File: config.mk
export PLATFORM = sky130hd
export DESIGN_NAME = serial_irq_hub
export DESIGN_NICKNAME = d
export VERILOG_FILES = /design/src/rtl/sirq_pkg.sv /design/src/rtl/sirq_level_watch.sv /design/src/rtl/sirq_sticky.sv /design/src/rtl/sirq_mask.sv /design/src/rtl/serial_irq_hub.sv
export SDC_FILE = /design/constraint.sdc
export NUM_CORES = 1
export LEC_CHECK = 0
export ABC_AREA = 0
export CAP_MARGIN = 20
export CORE_UTILIZATION = 35
export DETAILED_ROUTE_END_ITERATION = 16
export PLACE_DENSITY = 0.85
export SLEW_MARGIN = 20
export SYNTH_ARGS = -nofsm -noshare
export SYNTH_HDL_FRONTEND = slang
export SYNTH_SLANG_ARGS = --single-unit
File: constraint.sdc
create_clock -name clk -period 1.9 [get_ports clk]
set_input_delay 0.19 -clock clk [delete_from_list [all_inputs] [get_ports clk]]
set_output_delay 0.19 -clock clk [all_outputs]
set_load 0.03 [all_outputs]
File: src/rtl/sirq_pkg.sv
package sirq_pkg;
  // Widths of the status word and the sticky / mask registers
  localparam int ST_W = 14;
  localparam int SK_W = 13;

  // Status word positions
  localparam int ST_RX_TRIG  = 0;
  localparam int ST_RX_EMPTY = 1;
  localparam int ST_RX_FULL  = 2;
  localparam int ST_TX_EMPTY = 3;
  localparam int ST_TX_FULL  = 4;
  localparam int ST_TX_TRIG  = 13;

  // Number of low status bits mirrored 1:1 into the sticky register
  localparam int MIRROR_W = 5;

  // Sticky register positions
  localparam int SK_RX_OVR  = 5;
  localparam int SK_FRAME   = 6;
  localparam int SK_PARITY  = 7;
  localparam int SK_TIMEOUT = 8;
  localparam int SK_MODEM   = 9;
  localparam int SK_TX_TRIG = 10;
  localparam int SK_TX_OVF  = 12;
endpackage

File: src/rtl/sirq_level_watch.sv
// Holds one programmable trigger level and derives empty / full / reached
// flags for one FIFO occupancy count.
module sirq_level_watch #(
  parameter int DEPTH    = 64,
  parameter int TRIG_RST = 32,
  parameter int CW       = $clog2(DEPTH + 1)
) (
  input  logic          clk,
  input  logic          rst_n,
  input  logic          trig_we,
  input  logic [CW-1:0] trig_wdata,
  input  logic [CW-1:0] count,
  output logic [CW-1:0] trig_q,
  output logic          empty_o,
  output logic          full_o,
  output logic          reach_o
);
  localparam logic [CW-1:0] FULL_VAL = CW'(DEPTH);
  localparam logic [CW-1:0] RST_VAL  = CW'(TRIG_RST);

  always_ff @(posedge clk or negedge rst_n) begin
    if (!rst_n)       trig_q <= RST_VAL;
    else if (trig_we) trig_q <= trig_wdata;
  end

  always_comb begin
    empty_o = (count == '0);
    full_o  = (count == FULL_VAL);
    reach_o = (count >= trig_q);
  end
endmodule

File: src/rtl/sirq_sticky.sv
// Sticky interrupt register: write-one-to-clear, with sources winning
// over a clear aimed at the same bit.
module sirq_sticky
  import sirq_pkg::*;
(
  input  logic            clk,
  input  logic            rst_n,
  input  logic [SK_W-1:0] set_vec,
  input  logic            clr_we,
  input  logic [SK_W-1:0] clr_data,
  output logic [SK_W-1:0] sticky_q,
  output logic [SK_W-1:0] sticky_d
);
  logic [SK_W-1:0] clr_eff;

  always_comb begin
    clr_eff  = clr_we ? clr_data : '0;
    sticky_d = (sticky_q & ~clr_eff) | set_vec;
  end

  always_ff @(posedge clk or negedge rst_n) begin
    if (!rst_n) sticky_q <= '0;
    else        sticky_q <= sticky_d;
  end
endmodule

File: src/rtl/sirq_mask.sv
// Interrupt mask changed only through set-only and clear-only ports.
// Clear is applied after set, so a clear wins on a shared bit.
module sirq_mask
  import sirq_pkg::*;
(
  input  logic            clk,
  input  logic            rst_n,
  input  logic            set_we,
  input  logic [SK_W-1:0] set_data,
  input  logic            clr_we,
  input  logic [SK_W-1:0] clr_data,
  output logic [SK_W-1:0] mask_q,
  output logic [SK_W-1:0] mask_d
);
  logic [SK_W-1:0] set_eff;
  logic [SK_W-1:0] clr_eff;

  always_comb begin
    set_eff = set_we ? set_data : '0;
    clr_eff = clr_we ? clr_data : '0;
    mask_d  = (mask_q | set_eff) & ~clr_eff;
  end

  always_ff @(posedge clk or negedge rst_n) begin
    if (!rst_n) mask_q <= '0;
    else        mask_q <= mask_d;
  end
endmodule

File: src/rtl/serial_irq_hub.sv
module serial_irq_hub
  import sirq_pkg::*;
#(
  parameter int RX_DEPTH    = 64,
  parameter int TX_DEPTH    = 64,
  parameter int RX_TRIG_RST = 32,
  parameter int TX_TRIG_RST = 32,
  localparam int RX_CW      = $clog2(RX_DEPTH + 1),
  localparam int TX_CW      = $clog2(TX_DEPTH + 1)
) (
  input  logic             clk,
  input  logic             rst_n,
  input  logic [RX_CW-1:0] rx_count,
  input  logic [TX_CW-1:0] tx_count,
  input  logic             rx_trig_we,
  input  logic [RX_CW-1:0] rx_trig_wdata,
  input  logic             tx_trig_we,
  input  logic [TX_CW-1:0] tx_trig_wdata,
  input  logic             ev_rx_overrun,
  input  logic             ev_framing,
  input  logic             ev_parity,
  input  logic             ev_rx_timeout,
  input  logic             ev_modem,
  input  logic             ev_tx_overflow,
  input  logic             mask_set_we,
  input  logic [SK_W-1:0]  mask_set_data,
  input  logic             mask_clr_we,
  input  logic [SK_W-1:0]  mask_clr_data,
  input  logic             mask_direct_we,
  input  logic [SK_W-1:0]  mask_direct_data,
  input  logic             isr_clr_we,
  input  logic [SK_W-1:0]  isr_clr_data,
  output logic [ST_W-1:0]  status_o,
  output logic [SK_W-1:0]  isr_o,
  output logic [SK_W-1:0]  mask_o,
  output logic [RX_CW-1:0] rx_trig_o,
  output logic [TX_CW-1:0] tx_trig_o,
  output logic             irq_o
);
  logic rx_empty, rx_full, rx_reach;
  logic tx_empty, tx_full, tx_reach;
  logic [SK_W-1:0] set_vec;
  logic [SK_W-1:0] sticky_d;
  logic [SK_W-1:0] mask_d;
  logic            direct_write_unused;

  // The mask has no direct write path; the port pair is accepted and dropped.
  assign direct_write_unused = mask_direct_we ^ (^mask_direct_data);

  sirq_level_watch #(
    .DEPTH(RX_DEPTH), .TRIG_RST(RX_TRIG_RST), .CW(RX_CW)
  ) u_rx_watch (
    .clk(clk), .rst_n(rst_n),
    .trig_we(rx_trig_we), .trig_wdata(rx_trig_wdata),
    .count(rx_count), .trig_q(rx_trig_o),
    .empty_o(rx_empty), .full_o(rx_full), .reach_o(rx_reach)
  );

  sirq_level_watch #(
    .DEPTH(TX_DEPTH), .TRIG_RST(TX_TRIG_RST), .CW(TX_CW)
  ) u_tx_watch (
    .clk(clk), .rst_n(rst_n),
    .trig_we(tx_trig_we), .trig_wdata(tx_trig_wdata),
    .count(tx_count), .trig_q(tx_trig_o),
    .empty_o(tx_empty), .full_o(tx_full), .reach_o(tx_reach)
  );

  // Live status word
  always_comb begin
    status_o              = '0;
    status_o[ST_RX_TRIG]  = rx_reach;
    status_o[ST_RX_EMPTY] = rx_empty;
    status_o[ST_RX_FULL]  = rx_full;
    status_o[ST_TX_EMPTY] = tx_empty;
    status_o[ST_TX_FULL]  = tx_full;
    status_o[ST_TX_TRIG]  = tx_reach;
  end

  // Sticky sources: mirrored level flags plus event pulses
  always_comb begin
    set_vec                 = '0;
    set_vec[MIRROR_W-1:0]   = status_o[MIRROR_W-1:0];
    set_vec[SK_TX_TRIG]     = status_o[ST_TX_TRIG];
    set_vec[SK_RX_OVR]      = ev_rx_overrun;
    set_vec[SK_FRAME]       = ev_framing;
    set_vec[SK_PARITY]      = ev_parity;
    set_vec[SK_TIMEOUT]     = ev_rx_timeout;
    set_vec[SK_MODEM]       = ev_modem;
    set_vec[SK_TX_OVF]      = ev_tx_overflow;
  end

  sirq_sticky u_sticky (
    .clk(clk), .rst_n(rst_n),
    .set_vec(set_vec),
    .clr_we(isr_clr_we), .clr_data(isr_clr_data),
    .sticky_q(isr_o), .sticky_d(sticky_d)
  );

  sirq_mask u_mask (
    .clk(clk), .rst_n(rst_n),
    .set_we(mask_set_we), .set_data(mask_set_data),
    .clr_we(mask_clr_we), .clr_data(mask_clr_data),
    .mask_q(mask_o), .mask_d(mask_d)
  );

  // Registered interrupt line, aligned with the registers it summarises
  always_ff @(posedge clk or negedge rst_n) begin
    if (!rst_n) irq_o <= 1'b0;
    else        irq_o <= |(mask_d & sticky_d);
  end
endmodule

==> impl_results.md <==
- Outcome: finished, final reports clean
- CTS Buf Count: 5
- Clock root buffer: clkbuf_8
- All-Layer GR Usage: 19.37%
- P_int: 0.001769 W
- Fin cells: 413
- Number of global-route vias before repair: 2,033
- Placed insts: between 400 and 500
- Antenna Diode Count: 0
- Worst Skew: around 2.6 ps
- Ports: 149
- Initial core utilization: 37.04%
- CP Data Required Time: 1710 ps
- Static Leakage: 1.584 nW
- Number of enable flip-flop cells after synthesis: 0
- Worst Hold Class: in2reg
- TritonCTS clock tree: built
- Comb pwr share: a little over a third
- Warnings, synthesis: 0
- Max Slew Vio Count: 0
- DR vias/cell: 4.833
- Net Sw Power: 0.0007718 W
- Detailed Place HPWL: roughly 4800 µm
- Antenna violations before repair: 0
- Clk_lat worst skew: 280 ps
- Residual DRC count: 0
- Crit Path Class: reg2out
- Crit end category: output pin
- Nets@finish: 449
- Post-synth ARST share: between 90% and 100%
- Switching share of power: 30.37%
- Port buffer count: 126
- Row Count: 27
- Worst VDD drop: roughly 0.4 mV
- Setup TNS Final: 0 ps
- Hold Vio Cnt, Final: 0
- Area growth, synth to finish: 72.71%
- Largest net degree at the start of global routing: 42
- Die area: 0.006247 mm²
- H-Tree Level Count: 2
- Register bit total from synthesis: 41
- Initial DRC Count: 60
- Yosys cell types: 36
- Sink Count: 41
- Worst slew margin: between 60 and 70%
- Die W: slightly below 80 µm
- Top FF cell, synth: dfrtp_1
- First-pass GRT wire length: 9252 µm
- GPL Wtd Cong: about 0.83
- Mapped Cells: 207
- Syn Std Cell Area: 0.002077 mm²
- Critical Path Fanout Max: 3
- Grt ovf: 0
- Part of the power in registers: between 30% and 40%
- Power Density: 708.4 mW/mm²
- Fmax: around 540 MHz
- Via count: 1,996
- # setup viols final: 0
- Crit path DAT: 1650 ps
- Register area share after synthesis: 49.52%
- Die height: 79.04 µm
- Routed Antenna Nets: 0
- Final wirelength: 6077 µm
- Drt wl/cell: 14.71 µm
- Drt pass-1 iters: 4
- Fin crit share: 96.97%
- Core ar.: 0.005608 mm²
- Share of layout cells above drive strength 1: 14.08%
- Clock Power Share: 26.1%
- Syn_area_per_cell: 10.03 µm²
- Max Buffers Root-to-Sink: 2
- Worst-path clk slew: 70 ps
- Worst Max-Slew Pin Slew: 517.8 ps
- Max Cap Viol: 0
- Tmin final: 1842 ps
- Worst Setup Start Kind: register
cell type report:
type,count,area [µm²]
inverters,16,60.06
clock inverters,2,35.03
clock buffers,5,68.82
fillers,467,2021
well taps,72,90.09
repair buffers,139,1361
flip-flops and latches,41,1028
multi-input cells,138,943.4
cell families (layout without fill, tap and decap cells):
| family | Yosys count | after routing | share of synthesized area (%) |
|---|---|---|---|
| AO/OA/AOI/OAI | 66 | 66 | 19.58 |
| AND/OR/NAND/NOR | 48 | 48 | 11.75 |
| flip-flops | 41 | 41 | 49.52 |
| buffers and inverters | 35 | 162 | 9.457 |
| adder cells (fa/ha/maj) | 14 | 14 | 8.434 |
| multiplexers | 2 | 2 | 1.084 |
| other | 1 | 8 | 0.1805 |
Yosys cell counts (all sizes together) (3+ instances only):
cell / n / area share (%)
a21oi: 27 / 6.5
buf: 18 / 6.4
nand4: 5 / 1.5
a22oi: 4 / 1.7
dfrtp: 39 / 47
ha: 14 / 8.4
inv: 16 / 2.9
nor2: 3 / 0.54
o21ai: 17 / 4.1
a21o: 10 / 3.6
and3: 4 / 1.2
a21boi: 3 / 1.1
nand2: 24 / 4.5
power by group through the flow:
stage | Combinational, W | Sequential [W] | Clock [W]
finish | 0.000882 | 0.000996 | 0.000664
global placement | 0.000819 | 0.00101 | 0
global route | 0.000943 | 0.00101 | 0.000736
floorplan | 0.000261 | 0.00117 | 0
CTS | 0.000861 | 0.000995 | 0.000691
detailed placement | 0.000836 | 0.00101 | 0
worst max-delay path: stages, from the launching register on:
cell and delay (ps):
dfstp_2 550, inv_2 50, ha_4 270, nand4_1 110, and3_4 180, o21ai_4 70
buf_6 150
metal layers:
metal  vias to the layer above  routed length (µm)  track usage (%)
met5                         -                   0                0
met3                         9                 542            6.207
li1                        972                   -                -
met2                        96                2994            34.48
met4                         0                  82            5.455
met1                       919                2456            22.08
final timing paths:
path	start	endpoint	slack, ps	depth (start not counted)
setup / recovery	u_rx_watch.trig_q[5]	status_o[0]	60	6
hold / removal	tx_trig_wdata[5]	u_tx_watch.trig_q[5]	420	3
setup reg to reg	u_rx_watch.trig_q[2]	irq_o	130	8
hold reg to reg	u_sticky.sticky_q[6]	u_sticky.sticky_q[6]	500	1
max in group asynchronous	rst_n	u_tx_watch.trig_q[5]	1020	3
min in group asynchronous	rst_n	u_mask.mask_q[2]	510	3
registers in the layout (all words and copies together), names as in the netlist:
| name | flops |
|---|---|
| u_mask.mask_q | 13 |
| u_sticky.sticky_q | 13 |
| u_rx_watch.trig_q | 7 |
| u_tx_watch.trig_q | 7 |
| irq_o | 1 |
metrics by stage:
stage	total power (W)	util, %	worst slack (ps)	instance area (µm²)	hold WS, ps
after floorplan	0.001428	-	208.3	2103	-105.6
after global placement	0.001826	60.51	-3.984	3393	278.7
after detailed placement	0.001848	60.51	-15.45	3393	286.0
after CTS	0.002547	63.25	6.169	3547	406.0
after global routing	0.002685	63.97	-20.63	3587	417.0
final	0.002541	63.97	57.61	3587	421.5
cells in the final DEF, fill, tap and decap left out, types with 4 or more instances in the layout:
cell type	netlist	final
a21o_1	10	10
a21oi_1	27	26
buf_4	15	15
clkbuf_8	0	5
clkdlybuf4s50_1	0	119
conb_1	1	8
dfrtp_1	39	39
ha_1	14	12
inv_1	16	14
nand2_1	23	23
nand4_1	5	5
o21ai_0	4	4
o21ai_1	13	11
timing repair:
item / in CTS / in global routing
cloned: 0 / 0
hold buffers: 1 / 0
setup endpoints to repair: 2 / 2
gates resized for setup: 7 / 7
endpoints found under the hold margin: 39 / 0
pin swaps: 0 / 2
setup buffers: 1 / 1
Power figures use the tool's default switching activity.
